### config.mk
export PLATFORM = sky130hd
export DESIGN_NAME = exc_seq
export DESIGN_NICKNAME = d
export VERILOG_FILES = /design/src/rtl/exc_seq_pkg.sv /design/src/rtl/exc_seq_regs.sv /design/src/rtl/exc_seq_ctrl.sv /design/src/rtl/exc_seq.sv
export SDC_FILE = /design/constraint.sdc
export NUM_CORES = 1
export LEC_CHECK = 0
export BUFFER_PORTS_ARGS = -buffer_cell sky130_fd_sc_hd__buf_2
export CAP_MARGIN = 20
export CORE_MARGIN = 2
export CORE_UTILIZATION = 50
export CTS_CLUSTER_DIAMETER = 30
export DETAILED_ROUTE_END_ITERATION = 8
export GPL_TIMING_DRIVEN = 1
export PLACE_DENSITY = 0.87
export SYNTH_ARGS = -nofsm -noshare
export SYNTH_HDL_FRONTEND = slang
export SYNTH_HIERARCHICAL = 1
export SYNTH_SLANG_ARGS = --single-unit
### constraint.sdc
create_clock -name clk -period 4.1 [get_ports clk]
set_input_delay 0.615 -clock clk [delete_from_list [all_inputs] [get_ports clk]]
set_output_delay 0.615 -clock clk [all_outputs]
set_load 0.02 [all_outputs]
### src/rtl/exc_seq_pkg.sv
package exc_seq_pkg;

    localparam int XLEN       = 32;
    localparam int SR_W       = 16;
    localparam int SR_S_BIT   = 13;
    localparam int SR_M_BIT   = 12;
    localparam int SR_IM_LSB  = 8;
    localparam int IM_W       = 3;
    localparam int CAUSE_W    = 6;
    localparam int VEC_W      = CAUSE_W + 2;
    localparam int PAD_W      = XLEN - 4 - SR_W - VEC_W;
    localparam int TRAP_FIRST = 32;
    localparam int TRAP_COUNT = 16;
    localparam int NBANK      = 2;

    typedef logic [XLEN-1:0]    word_t;
    typedef logic [SR_W-1:0]    sr_t;
    typedef logic [CAUSE_W-1:0] cause_t;
    typedef logic [IM_W-1:0]    lvl_t;

    typedef enum logic [2:0] {
        ST_IDLE,
        ST_PUSH_RET,
        ST_PUSH_FRM,
        ST_VEC,
        ST_POP_FRM,
        ST_POP_PC
    } seq_state_e;

    typedef enum logic [1:0] {
        PICK_NONE,
        PICK_SW,
        PICK_RTE,
        PICK_IRQ
    } pick_e;

    typedef struct packed {
        logic [1:0]       tag;
        logic [1:0]       align;
        logic [PAD_W-1:0] pad;
        logic [VEC_W-1:0] vec;
        sr_t              osr;
    } frame_t;

    localparam logic [1:0] FRAME_TAG = 2'b01;

    function automatic word_t vec_offset(cause_t c);
        return word_t'(c) << 2;
    endfunction

    function automatic logic is_trap(cause_t c);
        return (int'(c) >= TRAP_FIRST) && (int'(c) < TRAP_FIRST + TRAP_COUNT);
    endfunction

    function automatic logic irq_beats_mask(sr_t s, lvl_t l);
        return l > s[SR_IM_LSB +: IM_W];
    endfunction

    function automatic sr_t entry_sr(sr_t s, logic hw, lvl_t l);
        sr_t r;
        r = s;
        r[SR_S_BIT] = 1'b1;
        if (hw) begin
            r[SR_M_BIT] = 1'b0;
            r[SR_IM_LSB +: IM_W] = l;
        end
        return r;
    endfunction

    function automatic word_t build_frame(sr_t osr, logic [1:0] low, cause_t c);
        frame_t f;
        f.tag   = FRAME_TAG;
        f.align = low;
        f.pad   = '0;
        f.vec   = {c, 2'b00};
        f.osr   = osr;
        return word_t'(f);
    endfunction

endpackage

### src/rtl/exc_seq_regs.sv
module exc_seq_regs
    import exc_seq_pkg::*;
#(
    parameter word_t RESET_PC  = '0,
    parameter sr_t   RESET_SR  = 16'h2700,
    parameter word_t RESET_SSP = '0,
    parameter word_t RESET_USP = '0
) (
    input  logic  clk,
    input  logic  rst,
    input  logic  usp_en,
    input  logic  pc_we,
    input  word_t pc_d,
    input  logic  sr_we,
    input  sr_t   sr_d,
    input  logic  sp_we,
    input  word_t sp_d,
    output word_t pc_q,
    output sr_t   sr_q,
    output word_t sp_act,
    output logic  sel_user
);

    localparam int SEL_W = $clog2(NBANK);

    logic [NBANK-1:0][XLEN-1:0] bank;
    logic [SEL_W-1:0]           sel_idx;

    // Stack select follows the live status word: a write to sr in the same
    // edge as a write to sp lands in the bank selected by the old status.
    assign sel_user = usp_en & ~sr_q[SR_S_BIT];
    assign sel_idx  = SEL_W'(sel_user);
    assign sp_act   = bank[sel_idx];

    function automatic word_t bank_reset(int b);
        return (b == 0) ? RESET_SSP : RESET_USP;
    endfunction

    always_ff @(posedge clk) begin
        if (rst) begin
            pc_q <= RESET_PC;
            sr_q <= RESET_SR;
            for (int b = 0; b < NBANK; b++) begin
                bank[b] <= bank_reset(b);
            end
        end else begin
            if (pc_we) pc_q <= pc_d;
            if (sr_we) sr_q <= sr_d;
            if (sp_we) bank[sel_idx] <= sp_d;
        end
    end

endmodule

### src/rtl/exc_seq_ctrl.sv
module exc_seq_ctrl
    import exc_seq_pkg::*;
(
    input  logic   clk,
    input  logic   rst,
    input  logic   req_exc,
    input  cause_t exc_cause,
    input  logic   req_rte,
    input  lvl_t   irq_level,
    input  cause_t irq_vector,
    input  word_t  vbr,
    input  word_t  pc,
    input  sr_t    sr,
    input  word_t  sp,
    output logic   mem_req,
    output logic   mem_we,
    output word_t  mem_addr,
    output word_t  mem_wdata,
    input  word_t  mem_rdata,
    input  logic   mem_ack,
    output logic   pc_we,
    output word_t  pc_d,
    output logic   sr_we,
    output sr_t    sr_d,
    output logic   sp_we,
    output word_t  sp_d,
    output logic   busy,
    output cause_t cause_q
);

    seq_state_e state;
    pick_e      pick;
    word_t      ret_q;
    sr_t        osr_q;
    sr_t        rsr_q;
    logic [1:0] ralign_q;
    word_t      base;

    assign base = {sp[XLEN-1:2], 2'b00};
    assign busy = (state != ST_IDLE);

    always_comb begin
        pick = PICK_NONE;
        if (state == ST_IDLE) begin
            if (req_exc)                           pick = PICK_SW;
            else if (req_rte)                      pick = PICK_RTE;
            else if (irq_beats_mask(sr, irq_level)) pick = PICK_IRQ;
        end
    end

    always_ff @(posedge clk) begin
        if (rst) begin
            state    <= ST_IDLE;
            cause_q  <= '0;
            ret_q    <= '0;
            osr_q    <= '0;
            rsr_q    <= '0;
            ralign_q <= '0;
        end else begin
            unique case (state)
                ST_IDLE: begin
                    unique case (pick)
                        PICK_SW: begin
                            cause_q <= exc_cause;
                            ret_q   <= is_trap(exc_cause) ? pc + word_t'(2) : pc;
                            osr_q   <= sr;
                            state   <= ST_PUSH_RET;
                        end
                        PICK_IRQ: begin
                            cause_q <= irq_vector;
                            ret_q   <= pc;
                            osr_q   <= sr;
                            state   <= ST_PUSH_RET;
                        end
                        PICK_RTE: state <= ST_POP_FRM;
                        default:  state <= ST_IDLE;
                    endcase
                end
                ST_PUSH_RET: if (mem_ack) state <= ST_PUSH_FRM;
                ST_PUSH_FRM: if (mem_ack) state <= ST_VEC;
                ST_VEC:      if (mem_ack) state <= ST_IDLE;
                ST_POP_FRM: begin
                    if (mem_ack) begin
                        rsr_q    <= mem_rdata[SR_W-1:0];
                        ralign_q <= mem_rdata[29:28];
                        state    <= ST_POP_PC;
                    end
                end
                ST_POP_PC:   if (mem_ack) state <= ST_IDLE;
                default:     state <= ST_IDLE;
            endcase
        end
    end

    always_comb begin
        mem_req   = busy;
        mem_we    = (state == ST_PUSH_RET) || (state == ST_PUSH_FRM);
        mem_addr  = '0;
        mem_wdata = '0;
        unique case (state)
            ST_PUSH_RET: begin
                mem_addr  = base - word_t'(4);
                mem_wdata = ret_q;
            end
            ST_PUSH_FRM: begin
                mem_addr  = base - word_t'(8);
                mem_wdata = build_frame(osr_q, sp[1:0], cause_q);
            end
            ST_VEC:     mem_addr = vbr + vec_offset(cause_q);
            ST_POP_FRM: mem_addr = sp;
            ST_POP_PC:  mem_addr = sp + word_t'(4);
            default: ;
        endcase
    end

    always_comb begin
        sr_we = 1'b0;
        sr_d  = sr;
        pc_we = 1'b0;
        pc_d  = mem_rdata;
        sp_we = 1'b0;
        sp_d  = sp;
        if (pick == PICK_SW || pick == PICK_IRQ) begin
            sr_we = 1'b1;
            sr_d  = entry_sr(sr, pick == PICK_IRQ, irq_level);
        end
        if (state == ST_VEC && mem_ack) begin
            pc_we = 1'b1;
            sp_we = 1'b1;
            sp_d  = base - word_t'(8);
        end
        if (state == ST_POP_PC && mem_ack) begin
            pc_we = 1'b1;
            sp_we = 1'b1;
            sp_d  = (sp | word_t'(ralign_q)) + word_t'(8);
            sr_we = 1'b1;
            sr_d  = rsr_q;
        end
    end

endmodule

### src/rtl/exc_seq.sv
module exc_seq
    import exc_seq_pkg::*;
#(
    parameter logic [31:0] RESET_PC  = 32'h0000_0400,
    parameter logic [15:0] RESET_SR  = 16'h2700,
    parameter logic [31:0] RESET_SSP = 32'h0000_03F0,
    parameter logic [31:0] RESET_USP = 32'h0000_0200
) (
    input  logic        clk,
    input  logic        rst,
    input  logic        usp_en,
    input  logic [31:0] vbr,
    input  logic        req_exc,
    input  logic [5:0]  exc_cause,
    input  logic        req_rte,
    input  logic [2:0]  irq_level,
    input  logic [5:0]  irq_vector,
    output logic        mem_req,
    output logic        mem_we,
    output logic [31:0] mem_addr,
    output logic [31:0] mem_wdata,
    input  logic [31:0] mem_rdata,
    input  logic        mem_ack,
    output logic        busy,
    output logic [31:0] pc,
    output logic [15:0] sr,
    output logic [31:0] sp,
    output logic        sp_user,
    output logic [5:0]  cause
);

    logic  pc_we, sr_we, sp_we;
    word_t pc_d, sp_d;
    sr_t   sr_d;

    exc_seq_regs #(
        .RESET_PC (RESET_PC),
        .RESET_SR (RESET_SR),
        .RESET_SSP(RESET_SSP),
        .RESET_USP(RESET_USP)
    ) u_regs (
        .clk     (clk),
        .rst     (rst),
        .usp_en  (usp_en),
        .pc_we   (pc_we),
        .pc_d    (pc_d),
        .sr_we   (sr_we),
        .sr_d    (sr_d),
        .sp_we   (sp_we),
        .sp_d    (sp_d),
        .pc_q    (pc),
        .sr_q    (sr),
        .sp_act  (sp),
        .sel_user(sp_user)
    );

    exc_seq_ctrl u_ctrl (
        .clk       (clk),
        .rst       (rst),
        .req_exc   (req_exc),
        .exc_cause (exc_cause),
        .req_rte   (req_rte),
        .irq_level (irq_level),
        .irq_vector(irq_vector),
        .vbr       (vbr),
        .pc        (pc),
        .sr        (sr),
        .sp        (sp),
        .mem_req   (mem_req),
        .mem_we    (mem_we),
        .mem_addr  (mem_addr),
        .mem_wdata (mem_wdata),
        .mem_rdata (mem_rdata),
        .mem_ack   (mem_ack),
        .pc_we     (pc_we),
        .pc_d      (pc_d),
        .sr_we     (sr_we),
        .sr_d      (sr_d),
        .sp_we     (sp_we),
        .sp_d      (sp_d),
        .busy      (busy),
        .cause_q   (cause)
    );

endmodule

# After elaboration in Yosys (flattened, before gate mapping)
# Cells that the tools add are included.
dict set report word_totals {
  register_bits 187
  input_bits 85
  out_inout_bits 154
  word_cells 88
}
dict set report op_classes {
  add_sub_neg 6
  order_cmp 5
  eq_ne 12
  n_mux 30
  n_bitwise 3
  reduce_logical 20
}
# operator count
set ops {}
lappend ops {{$mux 32} 6}
lappend ops {{$pmux 32 s5} 1}
lappend ops {{$pmux 32 s2} 2}
lappend ops {{$bwmux 64} 1}
lappend ops {{$add 32x2->32 const B} 1}
lappend ops {{$add 32x3->32 const B} 1}
lappend ops {{$add 32x4->32 const B} 1}
lappend ops {{$add 32x8->32} 1}
lappend ops {{$demux 32 s1} 1}
lappend ops {{$or 32x2->32} 1}
lappend ops {{$sub 32x3->32 const B} 1}
lappend ops {{$sub 32x4->32 const B} 1}
lappend ops {{$mux 16} 1}
lappend ops {{$mux 3} 5}
lappend ops {{$pmux 3 s5} 1}
lappend ops {{$mux 14} 1}
lappend ops {{$pmux 6 s2} 1}
lappend ops {{$reduce_and 2->1} 5}
lappend ops {{$mux 2} 4}
lappend ops {{$eq 3x2->1 const B} 2}
lappend ops {{$eq 3x3->1 const B} 2}
lappend ops {{$ge 6x6->1 const B} 1}
lappend ops {{$lt 6x6->1 const B} 1}
lappend ops {{$ne 2x2->1 const B} 3}
lappend ops {{19 further kinds} 31}

# Logic depth before layout (Yosys ltp)
dict set report depth {
  depth_word 10
  depth_mapped 15
  ltp_nobuf 13
}

# By module
# Netlist, hierarchy kept.
# module instances cells_each area_each_um2 seq_area_each_um2
set by_module_without_submodules {}
lappend by_module_without_submodules {exc_seq_ctrl 1 1248 8643.3 1501.4}
lappend by_module_without_submodules {exc_seq_regs 1 474 4589.4 2242.2}

# Worst setup path before layout
# No wires, ideal clock.
dict set report synth_path {
  path_kind {reg-to-output}
  from {register u_ctrl.state[1]}
  to {output mem_addr[22]}
  arrival_time_ns 3.609
  required_time_ns 3.485
  setup_slack_ns -0.124
  stages_incl_launch_ff 13
  path_buffers 2
  cell_sequence {dfxtp_1 -> buf_2 -> nor2b_1 -> clkbuf_1 -> nand2_1 -> fa_1 -> a21oi_1 -> nor3b_1 -> o211ai_1 -> a31oi_1 -> o41ai_2 -> xor2_1 -> o21ai_0}
}
dict set report synth_between {
  elab_chain_cells 2
  word_cells_on_any_way 6
  classes_between {eq/ne (5); mux (1)}
}
# item line
set synth_lines {}
lappend synth_lines {{start, declared} exc_seq_ctrl.sv:31} ;# seq_state_e state;
lappend synth_lines {{start signal, assigned} exc_seq_ctrl.sv:53} ;# state <= ST_IDLE;
lappend synth_lines {{start signal, assigned} exc_seq_ctrl.sv:67} ;# state <= ST_PUSH_RET;
lappend synth_lines {{start signal, assigned} exc_seq_ctrl.sv:73} ;# state <= ST_PUSH_RET;
lappend synth_lines {{$eq 3x3->1, or another cell as far along} exc_seq_ctrl.sv:100} ;# unique case (state)
lappend synth_lines {{$pmux 32 s5 (*)} exc_seq_ctrl.sv:100}
lappend synth_lines {{end, declared} exc_seq.sv:20} ;# output logic [31:0] mem_addr,
# Mark *: on every way between the ends. The rest lies on a longest branch, timed or not.

# Final worst setup path
dict set report layout_path {
  from {register u_regs.sr_q[13]}
  to {output mem_addr[23]}
}
dict set report layout_between {
  elab_chain_cells 6
  word_cells_on_any_way 8
  classes_between {add/sub (3); mux (3); bitwise (2)}
}
# item line
set layout_lines {}
lappend layout_lines {{start, declared} exc_seq_regs.sv:19} ;# output sr_t sr_q,
lappend layout_lines {{start signal, assigned} exc_seq_regs.sv:48} ;# if (sr_we) sr_q <= sr_d;
lappend layout_lines {{$not 1->1 (*)} exc_seq_regs.sv:31} ;# assign sel_user = usp_en & ~sr_q[SR_S_BIT];
lappend layout_lines {{$and 1x1->1 (*)} exc_seq_regs.sv:31}
lappend layout_lines {{$mux 32 (implied by the code) (*) (2 in series)} exc_seq_regs.sv:33} ;# assign sp_act = bank[sel_idx];
lappend layout_lines {{$add 32x3->32, or another cell as far along} exc_seq_ctrl.sv:111} ;# ST_POP_PC: mem_addr = sp + word_t'(4);
lappend layout_lines {{$pmux 32 s5 (*)} exc_seq_ctrl.sv:100}
# Mark *: on every way between the ends. The rest lies on a longest branch, timed or not. The select of a mux whose other input is x is not followed.

==> impl_metrics.tcl <==
set metrics [dict create \
    synth_edf_count 0 \
    p_leak_nw 7.53 \
    worstPathMaxFanout 7 \
    cap_violations 0 \
    avgSynthCellArea_sq_um 7.68 \
    syn_nets 1853 \
    end_kind "output port" \
    arrival_ns 3.63 \
    powerDensity_nw_per_um2 340 \
    dieArea_sq_um 27800 \
    slew_viol_final 0 \
    fin_ws_ns -0.144 \
    max_freq_mhz 236 \
    wirelength_mm 49.8 \
    cts-buffers-inserted 17 \
    regToRegEndpoint "u_regs/bank[17]$_SDFFE_PP0P_" \
    drc 0 \
    use_met3_pct 5.96 \
    place_ws_ns -0.328 \
    grt_pass1_vias 14000 \
    min_path_cells 3 \
    root_buffer "clkbuf_16" \
    clock_path_buffers 2 \
    rows 59 \
    multi_input_area_sq_um 9410 \
    cp-start-kind "flop" \
    rr_worst_depth 18 \
    place_congestion 0.984 \
    worst_pin_slew_ns 0.949 \
    critPathRequiredTime_ns 3.48 \
    clock-sinks 187 \
    slew_headroom_pct 36.7 \
    yosysWarnings 6 \
    drt-vias-per-instance 6.13 \
    drtAntennaViolNets 0 \
    initialDrtViolationCount 1543 \
    path_class "flop to output port" \
    min_period_ns 4.24 \
    syn_to_final_growth_pct 32.3 \
    layout.cells.non_filler 2401 \
    pin_count 239 \
    numPortBuffers 238 \
    cts_tree "done" \
    finalClockSkew_ns 0.0187 \
    first_pass_iters 6 \
    synth_top_cell_area_share_pct 28.3 \
    worst_r2r_startpoint "u_regs/sr_q[13]$_SDFFE_PP1P_" \
    met1_usage_pct 41.3 \
    synthFlopType "dfxtp_1" \
    yosysTopAreaCell "dfxtp_1" \
    dp.cells 2319 \
    ys_seq_area_share_pct 28.3 \
    worstHoldPathType "input pin to flop" \
    nets 2184 \
    grtUsageMet2_pct 55.9 \
    fillCellCount 2062 \
    grt_max_degree 126 \
    insertion_delay_ns 0.44 \
    violations "setup timing" \
    peakVddDrop_mv 0.343 \
    fp.dieH_um 167 \
    htree_levels 4 \
    grt_use_total_pct 33.6 \
    finalSetupViolCount 9 \
    drive_gt1_share_pct 33.2 \
    min_period_over_period_pct 104 \
    synth_area_sq_um 13200 \
    run_status "complete, but fails checks" \
    overflow 0 \
    core_sq_um 26100 \
    ys_seq_elements 187 \
    reg2reg_slack_ns 0.66 \
    antenna_cells 0 \
    wl_per_cell_um 20.7 \
    cts.clk_slew.worst_paths_ns 0.09 \
    synth_cell_type_count 76 \
    start_util_pct 50.8 \
    dpl.hpwl_mm 34.7 \
    whs_endpoint "u_regs/pc_q[23]$_SDFFE_PP0P_" \
    syn-instance-count 1722 \
    busiest_layer "met2" \
    async_flop_share_pct 0 \
    min-delay-start "mem_rdata[23]" \
    crit_path_start "u_regs/sr_q[13]$_SDFFE_PP1P_" \
    hold_violations 0 \
    register_area_sq_um 3740 \
    rsz0062_at_grt "true" \
    grt_pass1_wl_mm 75.2 \
    antenna_found_initial 0 \
    die_w_um 167 \
    vias 14700 \
    synth_area_leaders "dfxtp_1 (28%), nand2_1 (7.3%), a21oi_1 (5.9%), nor2_1 (4.4%), mux2i_1 (4.3%)" \
]
-- registers in the layout, indices dropped and copies added (netlist names) --
name and cells:
u_regs/sr_q 16, u_regs/pc_q 32, u_ctrl/cause_q 6, u_ctrl/osr_q 16, u_ctrl/state 3, u_ctrl/rsr_q 16
u_ctrl/ret_q 32, u_regs/bank 64, u_ctrl/ralign_q 2
-- critical path: stages (launching register included) --
cell and delay (ns):
dfxtp_2 0.34, nand2b_4 0.23, buf_12 0.16, mux2_4 0.32, or4_4 0.56, nor2_4 0.19, and4_4 0.33, nand2_4 0.08
buf_4 0.15, o21ai_1 0.21, nand3_1 0.16, o21ai_2 0.16, o2111ai_2 0.15, buf_6 0.16
-- area by class of cell --
class	instances	share of cell area (%)
Multi-Input combinational cell	1352	53.8
Clock inverter	15	1.20
Sequential cell	187	21.4
Timing Repair Buffer	476	18.4
Inverter	19	0.422
Clock buffer	17	2.43
Tap cell	335	2.39
-- cell usage in the layout, fill, tap and decap left out, drive strengths merged, types with 6 or more instances in the layout --
cell type  Yosys  routed
a31oi          8       8
or3           12      12
nor2b         19      19
nor3          31      31
a22oi         19      19
nand3         78      78
o22ai          7       7
mux2          34      34
mux2i         57      57
ha            44      44
o31ai          6       6
inv           19      28
a21oi        157     157
o211ai         9       9
clkbuf        83      18
nand4         24      24
a211oi        33      33
a22o          24      24
o21ai         69      69
nor2         155     155
buf           82     475
xnor2         63      63
a211o         12      12
nand2b         8       9
a21o          17      17
nor3b          8       8
and3          37      37
o221ai         7       7
a21bo         26      26
nand2        258     258
and2          15      15
xor2          46      46
dfxtp        187     187
-- report_power, final --
group	switching, W	internal [W]	total (W)
logic	0.00129	0.000860	0.00215
registers	0.0000813	0.00192	0.00201
clock network	0.000891	0.000902	0.00179
-- cells by family (layout without fill, tap and decap cells) --
family	after synthesis	count (layout)	share of synthesized area, %
compound gates	433	433	21.6
xor+xnor	109	109	7.21
fa+ha+maj	46	46	4.46
buf+inv	184	527	7.19
flops	187	187	28.3
mux	91	91	7.21
simple gates	672	673	24.1
-- stage by stage --
| stage | area, sq um | util [%] | setup TNS (ns) | power [W] | hold slack [ns] |
|---|---|---|---|---|---|
| 2_1_floorplan | 13200 | - | -0.0340 | 0.00323 | 0.430 |
| 3_5_place_dp | 15500 | 59.3 | -2.12 | 0.00387 | 0.444 |
| 3_3_place_gp | 15500 | 59.3 | -1.45 | 0.00383 | 0.439 |
| 4_1_cts | 16800 | 64.3 | -0.630 | 0.00577 | 0.395 |
| 6_report | 17500 | 67.2 | -0.653 | 0.00595 | 0.404 |
| 5_1_grt | 17500 | 67.2 | -2.12 | 0.00617 | 0.411 |
-- layer usage --
metal  share of wire, %  vias up
met2                 47      827
met1                 39     6962
li1                   -     6734
met3                8.7      189
met5                  0        -
met4                5.9        0
-- how the worst max path moves through the flow --
stage                   end  slack (ns)  cells after the start
2_1_floorplan  mem_addr[22]       -0.03                     12
3_3_place_gp   mem_addr[29]       -0.25                     14
3_5_place_dp   mem_addr[29]       -0.33                     14
4_1_cts        mem_addr[14]        -0.1                     14
5_1_grt        mem_addr[28]       -0.23                     15
6_report       mem_addr[23]       -0.14                     13
-- timing repair --
action,in CTS,in global routing
resized for setup,109,114
cloned,1,1
endpoints found under the setup margin,18,21
setup buffers,26,26
pin swaps,46,49
hold buffers,0,0
-- synthesized netlist by cell type, drive strengths merged (8+ instances only) --
cell type and count:
o211ai 9, dfxtp 187, xnor2 63, nand3 78
nand2b 8, xor2 46, clkbuf 83, nor2 155
ha 44, a21bo 26, inv 19, nand2 258
nand4 24, a21o 17, mux2 34, buf 82
nor3b 8, o21ai 69, a211oi 33, nor3 31
a21oi 157, a22oi 19, a22o 24, nor2b 19
and2 15, a211o 12, or3 12, and3 37
a31oi 8, mux2i 57
(Power assumes the default switching activity.)
